===== src/rtl/qdac_pkg.sv =====
package qdac_pkg;

    typedef enum logic [1:0] {
        OUT_DAC = 2'd0,
        OUT_SGA = 2'd1,
        OUT_SGB = 2'd2
    } out_mode_e;

    typedef enum logic {
        W_IDLE   = 1'b0,
        W_ACTIVE = 1'b1
    } wr_state_e;

    typedef enum logic {
        OM_GROUND = 1'b0,
        OM_DRIVE  = 1'b1
    } om_state_e;

endpackage


===== src/rtl/qdac_sync.sv =====
module qdac_sync #(
    parameter int              W       = 8,
    parameter int              STAGES  = 2,
    parameter logic [W-1:0]    RST_VAL = '0
) (
    input  logic         clk,
    input  logic         rst_n,
    input  logic [W-1:0] d,
    output logic [W-1:0] q
);

    logic [W-1:0] stage_q [STAGES];

    generate
        for (genvar s = 0; s < STAGES; s++) begin : g_stage
            always_ff @(posedge clk or negedge rst_n) begin
                if (!rst_n) begin
                    stage_q[s] <= RST_VAL;
                end else if (s == 0) begin
                    stage_q[s] <= d;
                end else begin
                    stage_q[s] <= stage_q[(s == 0) ? 0 : s-1];
                end
            end
        end
    endgenerate

    assign q = stage_q[STAGES-1];

endmodule


===== src/rtl/qdac_wr_fsm.sv =====
module qdac_wr_fsm
    import qdac_pkg::*;
#(
    parameter int NCH = 4,
    parameter int AW  = 2
) (
    input  logic           clk,
    input  logic           rst_n,
    input  logic           cs_n_s,
    input  logic           wr_n_s,
    input  logic [AW-1:0]  addr_s,
    input  logic           bcast_s,
    output logic           wen,
    output logic [NCH-1:0] wmask,
    output logic           commit,
    output logic [NCH-1:0] lat_mask
);

    wr_state_e      state_q, state_d;
    logic [NCH-1:0] mask_q;
    logic           sel;

    assign sel = !cs_n_s && !wr_n_s;

    always_comb begin
        wmask = '0;
        if (bcast_s) begin
            wmask = '1;
        end else begin
            for (int i = 0; i < NCH; i++) begin
                wmask[i] = (addr_s == AW'(i));
            end
        end
    end

    // state register and captured target mask
    always_ff @(posedge clk or negedge rst_n) begin
        if (!rst_n) begin
            state_q <= W_IDLE;
            mask_q  <= '0;
        end else begin
            state_q <= state_d;
            if (sel) begin
                mask_q <= wmask;
            end
        end
    end

    always_comb begin
        state_d = state_q;
        unique case (state_q)
            W_IDLE:   if (sel) state_d = W_ACTIVE;
            W_ACTIVE: if (wr_n_s || cs_n_s) state_d = W_IDLE;
            default:  state_d = W_IDLE;
        endcase
    end

    // outputs
    always_comb begin
        wen      = sel;
        commit   = 1'b0;
        lat_mask = mask_q;
        unique case (state_q)
            W_IDLE:   commit = 1'b0;
            W_ACTIVE: commit = wr_n_s;
            default:  commit = 1'b0;
        endcase
    end

endmodule


===== src/rtl/qdac_chan_bank.sv =====
module qdac_chan_bank #(
    parameter int NCH  = 4,
    parameter int DW   = 14,
    parameter int LO_W = 8
) (
    input  logic              clk,
    input  logic              rst_n,
    input  logic              wen,
    input  logic [NCH-1:0]    wmask,
    input  logic              byte_full,
    input  logic [DW-1:0]     data,
    input  logic              xfer_all,
    input  logic              wt_en,
    input  logic [NCH-1:0]    wt_mask,
    output logic [NCH*DW-1:0] code_o
);

    localparam int HI_W = DW - LO_W;

    generate
        for (genvar i = 0; i < NCH; i++) begin : g_ch
            logic [DW-1:0] in_q;
            logic [DW-1:0] lat_q;

            always_ff @(posedge clk or negedge rst_n) begin
                if (!rst_n) begin
                    in_q <= '0;
                end else if (wen && wmask[i]) begin
                    if (byte_full) begin
                        in_q <= data;
                    end else begin
                        in_q[DW-1:LO_W] <= data[HI_W-1:0];
                    end
                end
            end

            always_ff @(posedge clk or negedge rst_n) begin
                if (!rst_n) begin
                    lat_q <= '0;
                end else if (xfer_all || (wt_en && wt_mask[i])) begin
                    lat_q <= in_q;
                end
            end

            assign code_o[i*DW +: DW] = lat_q;
        end
    endgenerate

endmodule


===== src/rtl/qdac_out_fsm.sv =====
module qdac_out_fsm
    import qdac_pkg::*;
#(
    parameter int NCH = 4
) (
    input  logic             clk,
    input  logic             rst_n,
    input  logic             clr_n_raw,
    input  logic             clr_s,
    input  logic             ld_s,
    output logic             xfer_all,
    output logic [2*NCH-1:0] mode_o
);

    localparam int HALF = NCH / 2;

    om_state_e state_q, state_d;
    logic      ld_prev_q;
    logic      grounded;

    always_ff @(posedge clk or negedge rst_n) begin
        if (!rst_n) begin
            state_q   <= OM_GROUND;
            ld_prev_q <= 1'b1;
        end else begin
            state_q   <= state_d;
            ld_prev_q <= ld_s;
        end
    end

    assign xfer_all = ld_prev_q && !ld_s && clr_s;

    always_comb begin
        state_d = state_q;
        unique case (state_q)
            OM_GROUND: if (xfer_all) state_d = OM_DRIVE;
            OM_DRIVE:  if (!clr_s)   state_d = OM_GROUND;
            default:   state_d = OM_GROUND;
        endcase
    end

    // outputs: raw clear overrides without waiting for a clock
    always_comb begin
        unique case (state_q)
            OM_GROUND: grounded = 1'b1;
            OM_DRIVE:  grounded = !clr_n_raw;
            default:   grounded = 1'b1;
        endcase
    end

    generate
        for (genvar i = 0; i < NCH; i++) begin : g_mode
            localparam out_mode_e GRP = (i < HALF) ? OUT_SGA : OUT_SGB;
            assign mode_o[2*i +: 2] = grounded ? GRP : OUT_DAC;
        end
    endgenerate

endmodule


===== src/rtl/quad_dac_ctrl.sv =====
module quad_dac_ctrl #(
    parameter int NCH    = 4,
    parameter int DW     = 14,
    parameter int AW     = 2,
    parameter int STAGES = 2
) (
    input  logic              clk,
    input  logic              rst_n,
    input  logic              cs_n,
    input  logic              wr_n,
    input  logic [AW-1:0]     addr,
    input  logic              bcast,
    input  logic              byte_full,
    input  logic [DW-1:0]     data,
    input  logic              ld_n,
    input  logic              clr_n,
    output logic [NCH*DW-1:0] code_o,
    output logic [2*NCH-1:0]  mode_o
);

    localparam int SW = AW + DW + 6;
    localparam logic [SW-1:0] SYNC_RST =
        {1'b1, 1'b1, {AW{1'b0}}, 1'b0, 1'b1, {DW{1'b0}}, 1'b1, 1'b0};

    logic [SW-1:0]  raw_v, syn_v;
    logic           cs_n_s, wr_n_s, bcast_s, byte_s, ld_s, clr_s;
    logic [AW-1:0]  addr_s;
    logic [DW-1:0]  data_s;
    logic           wen, commit, xfer_all, wt_en;
    logic [NCH-1:0] wmask, lat_mask;

    assign raw_v = {cs_n, wr_n, addr, bcast, byte_full, data, ld_n, clr_n};

    qdac_sync #(.W(SW), .STAGES(STAGES), .RST_VAL(SYNC_RST)) u_sync (
        .clk   (clk),
        .rst_n (rst_n),
        .d     (raw_v),
        .q     (syn_v)
    );

    assign {cs_n_s, wr_n_s, addr_s, bcast_s, byte_s, data_s, ld_s, clr_s} = syn_v;

    qdac_wr_fsm #(.NCH(NCH), .AW(AW)) u_wr (
        .clk      (clk),
        .rst_n    (rst_n),
        .cs_n_s   (cs_n_s),
        .wr_n_s   (wr_n_s),
        .addr_s   (addr_s),
        .bcast_s  (bcast_s),
        .wen      (wen),
        .wmask    (wmask),
        .commit   (commit),
        .lat_mask (lat_mask)
    );

    qdac_out_fsm #(.NCH(NCH)) u_out (
        .clk       (clk),
        .rst_n     (rst_n),
        .clr_n_raw (clr_n),
        .clr_s     (clr_s),
        .ld_s      (ld_s),
        .xfer_all  (xfer_all),
        .mode_o    (mode_o)
    );

    assign wt_en = commit && !ld_s && clr_s;

    qdac_chan_bank #(.NCH(NCH), .DW(DW), .LO_W(8)) u_bank (
        .clk       (clk),
        .rst_n     (rst_n),
        .wen       (wen),
        .wmask     (wmask),
        .byte_full (byte_s),
        .data      (data_s),
        .xfer_all  (xfer_all),
        .wt_en     (wt_en),
        .wt_mask   (lat_mask),
        .code_o    (code_o)
    );

endmodule


===== config.mk =====
export PLATFORM = sky130hd
export DESIGN_NAME = quad_dac_ctrl
export DESIGN_NICKNAME = d
export VERILOG_FILES = /design/src/rtl/qdac_pkg.sv /design/src/rtl/qdac_sync.sv /design/src/rtl/qdac_wr_fsm.sv /design/src/rtl/qdac_chan_bank.sv /design/src/rtl/qdac_out_fsm.sv /design/src/rtl/quad_dac_ctrl.sv
export SDC_FILE = /design/constraint.sdc
export NUM_CORES = 1
export LEC_CHECK = 0
export BUFFER_PORTS_ARGS = -buffer_cell sky130_fd_sc_hd__clkbuf_2
export CAP_MARGIN = 20
export CORE_ASPECT_RATIO = 0.8
export CORE_MARGIN = 3
export CORE_UTILIZATION = 50
export DETAILED_ROUTE_END_ITERATION = 7
export PLACE_DENSITY = 0.71
export SETUP_SLACK_MARGIN = 0.05
export SLEW_MARGIN = 25
export SYNTH_ARGS = -nofsm -noshare
export SYNTH_HDL_FRONTEND = slang
export SYNTH_SLANG_ARGS = --single-unit

===== constraint.sdc =====
create_clock -name clk -period 3.2 [get_ports clk]
set_clock_uncertainty 0.2 [all_clocks]
set_input_delay 0.16 -clock clk [delete_from_list [all_inputs] [get_ports clk]]
set_output_delay 0.16 -clock clk [all_outputs]
set_load 0.01 [all_outputs]

==> flow_metrics.tcl <==
set metrics [dict create \
    cts_made_buffers 17 \
    worstMarginPinSlew_ns 0.644 \
    fmax_mhz 477 \
    synthFlopType "dfrtp_1" \
    ios 88 \
    hold_class "input pin to asynchronous set/reset pin" \
    die_y_um 102 \
    yosys.cell_types.count 23 \
    post-route-drc-count 0 \
    final_util 0.656 \
    vias 3085 \
    grt_util_all_layers 0.182 \
    ys_ff_latch 163 \
    power_density_nw_per_um2 831 \
    final_cell_mix "dfrtp_1 (154), mux2_2 (118), clkbuf_2 (82)" \
    relSlewSlack 0.569 \
    async_reset_ff_frac 1.00 \
    synthCells 330 \
    slowest_delay_ns 0.56 \
    die_area_um2 12800 \
    grt_first_pass_wirelength_um 17500 \
    worst-path-max-fanout 8 \
    path_class "flip-flop to flip-flop" \
    clock_sinks 163 \
    drt_iter0_drc 119 \
    drv_cap 0 \
    antenna_left 0 \
    htreeDepth 4 \
    routed_wl_um 11000 \
    reg2reg_from "u_sync.q[20]" \
    synth_area_um2 5740 \
    ys_seq_area_frac 0.713 \
    initial_core_util 0.521 \
    grt_max_degree 61 \
    gp_congestion 0.802 \
    path_delay_family "flip-flops" \
    post_drt_via_cell_ratio 5.07 \
    p_leak_nw 3.32 \
    period_minus_slack_ns 2.10 \
    final_max_slew_viol_count 0 \
    setup_tns_ns 0 \
    clk_pin_slew_worst_paths_ns 0.06 \
    final_nets 475 \
    worstSetupEndpointType "flip-flop" \
    grt_pass1_vias 3242 \
    synth_warnings 0 \
    layout-drive-gt1-share 0.554 \
    grt.overflow.total 0 \
    crit_buf_inv 1 \
    worstPathArrival_ns 2.19 \
    num_rows 34 \
    reg2reg_setup_slack_ns 1.10 \
    status "finished clean" \
    clk_latency_ns 0.41 \
    power_mw 6.01 \
    fin_crit_sh 0.655 \
    port_buffers 83 \
    finalSetupViolations 0 \
    setup_ws_ns 1.10 \
    post_cts_buffers 0 \
    die_w_um 126 \
    drtPass1Iterations 4 \
    synth_edf_count 0 \
    r2r.worst_path.cells 4 \
    final-hold-violation-count 0 \
    pre_cts_ws_ns 1.13 \
    rsz0062_at_grt "false" \
    coreArea_um2 11000 \
    crit_path_start_kind "flip-flop" \
    clk_path_buf_depth 2 \
    peakVddDrop_mv 0.408 \
    cts_tree "yes" \
    ctsResizeCount 0 \
    avgSynthCellArea_um2 17.4 \
    cpMaxStageDelayCell "dfstp_2" \
    wl_per_cell_um 18.1 \
    final_common_cell "dfrtp_1" \
    antenna_found_initial 0 \
    crit_required_ns 3.29 \
    dp_hpwl_um 7220 \
    crit_cells 4 \
    antennaDiodeCount 0 \
    area.growth.synth_to_final_pct 26.0 \
    path_cells "or2_1 > clkinv_2 > o211ai_2 > mux2_2" \
    cts-root-buf "clkbuf_16" \
    r2r-end "u_bank.g_ch[1].in_q[2]" \
]
==> timing repair <==
| item | in CTS | in global routing |
|---|---|---|
| hold endpoints to repair | 127 | 0 |
| endpoints found under the setup margin | 0 | 0 |
| hold buffers | 23 | 0 |
==> area by class of cell <==
type / count / area [um2]
inverters: 1 / 5.00
multi-input cells: 154 / 1550
clock buffers: 19 / 443
fillers: 770 / 3790
flip-flops and latches: 163 / 4090
repair buffers: 114 / 724
well taps: 144 / 180
clock inverters: 13 / 231
==> state kept, by name, summed over array words and instances, names as in the netlist <==
signal             count
u_bank.g_ch.in_q      56
u_sync.stage_q        22
u_sync.q              22
u_wr.lat_mask          4
u_bank.g_ch.lat_q     56
u_wr.state_q           1
u_out.state_q          1
u_out.ld_prev_q        1
==> synth_stat cells (2+ instances only) <==
master | n | share of area
nor2b_1 | 3 | 0.0033
buf_4 | 8 | 0.010
o21ai_2 | 2 | 0.0031
o211ai_2 | 2 | 0.0044
a31oi_1 | 4 | 0.0044
buf_2 | 6 | 0.0052
nand2_1 | 8 | 0.0052
dfstp_2 | 9 | 0.041
nor2_1 | 4 | 0.0026
dfrtp_1 | 154 | 0.67
mux2_2 | 118 | 0.23
==> worst max path at each step <==
stage / startpoint / to / slack, ns
after floorplan: u_sync.q[20] / u_bank.g_ch[1].lat_q[10] / 1.42
after global placement: u_sync.q[20] / u_bank.g_ch[1].in_q[3] / 1.19
after detailed placement: u_sync.q[20] / u_bank.g_ch[1].in_q[2] / 1.13
after CTS: u_sync.q[20] / u_bank.g_ch[1].in_q[2] / 1.11
after global routing: u_sync.q[20] / u_bank.g_ch[1].in_q[2] / 1.02
final: u_sync.q[20] / u_bank.g_ch[1].in_q[2] / 1.10
==> metrics by stage <==
step | instance area, um2 | hold slack, ns | cells
floorplan | 5750 | -0.336 | 333
global placement | 6320 | -0.0357 | 553
detailed placement | 6320 | -0.0316 | 553
CTS | 7220 | 0.0993 | 608
global route | 7220 | 0.119 | 608
finish | 7220 | 0.0765 | 608
==> per-layer routing <==
metal  vias to the layer above  routed length (um)  GRT usage
met2                        68                5150      0.283
met3                        15                 417     0.0453
met4                         0                 159     0.0684
li1                       1389                   -          -
met5                         -                   0          0
met1                      1613                5270      0.253
==> cell families after synthesis <==
logic type             after synthesis  share of synthesized area
multiplexers                       118                      0.232
other                                1                   0.000654
flip-flops                         163                      0.713
buffers and inverters               16                     0.0185
AO/OA/AOI/OAI                       12                     0.0166
AND/OR/NAND/NOR                     20                     0.0194
==> power by group <==
part / switching, mW / internal, mW
sequential: 0.266 / 2.52
combinational: 0.424 / 0.526
clock: 0.787 / 1.49
Note: power is estimated with default switching activity, not from simulation.
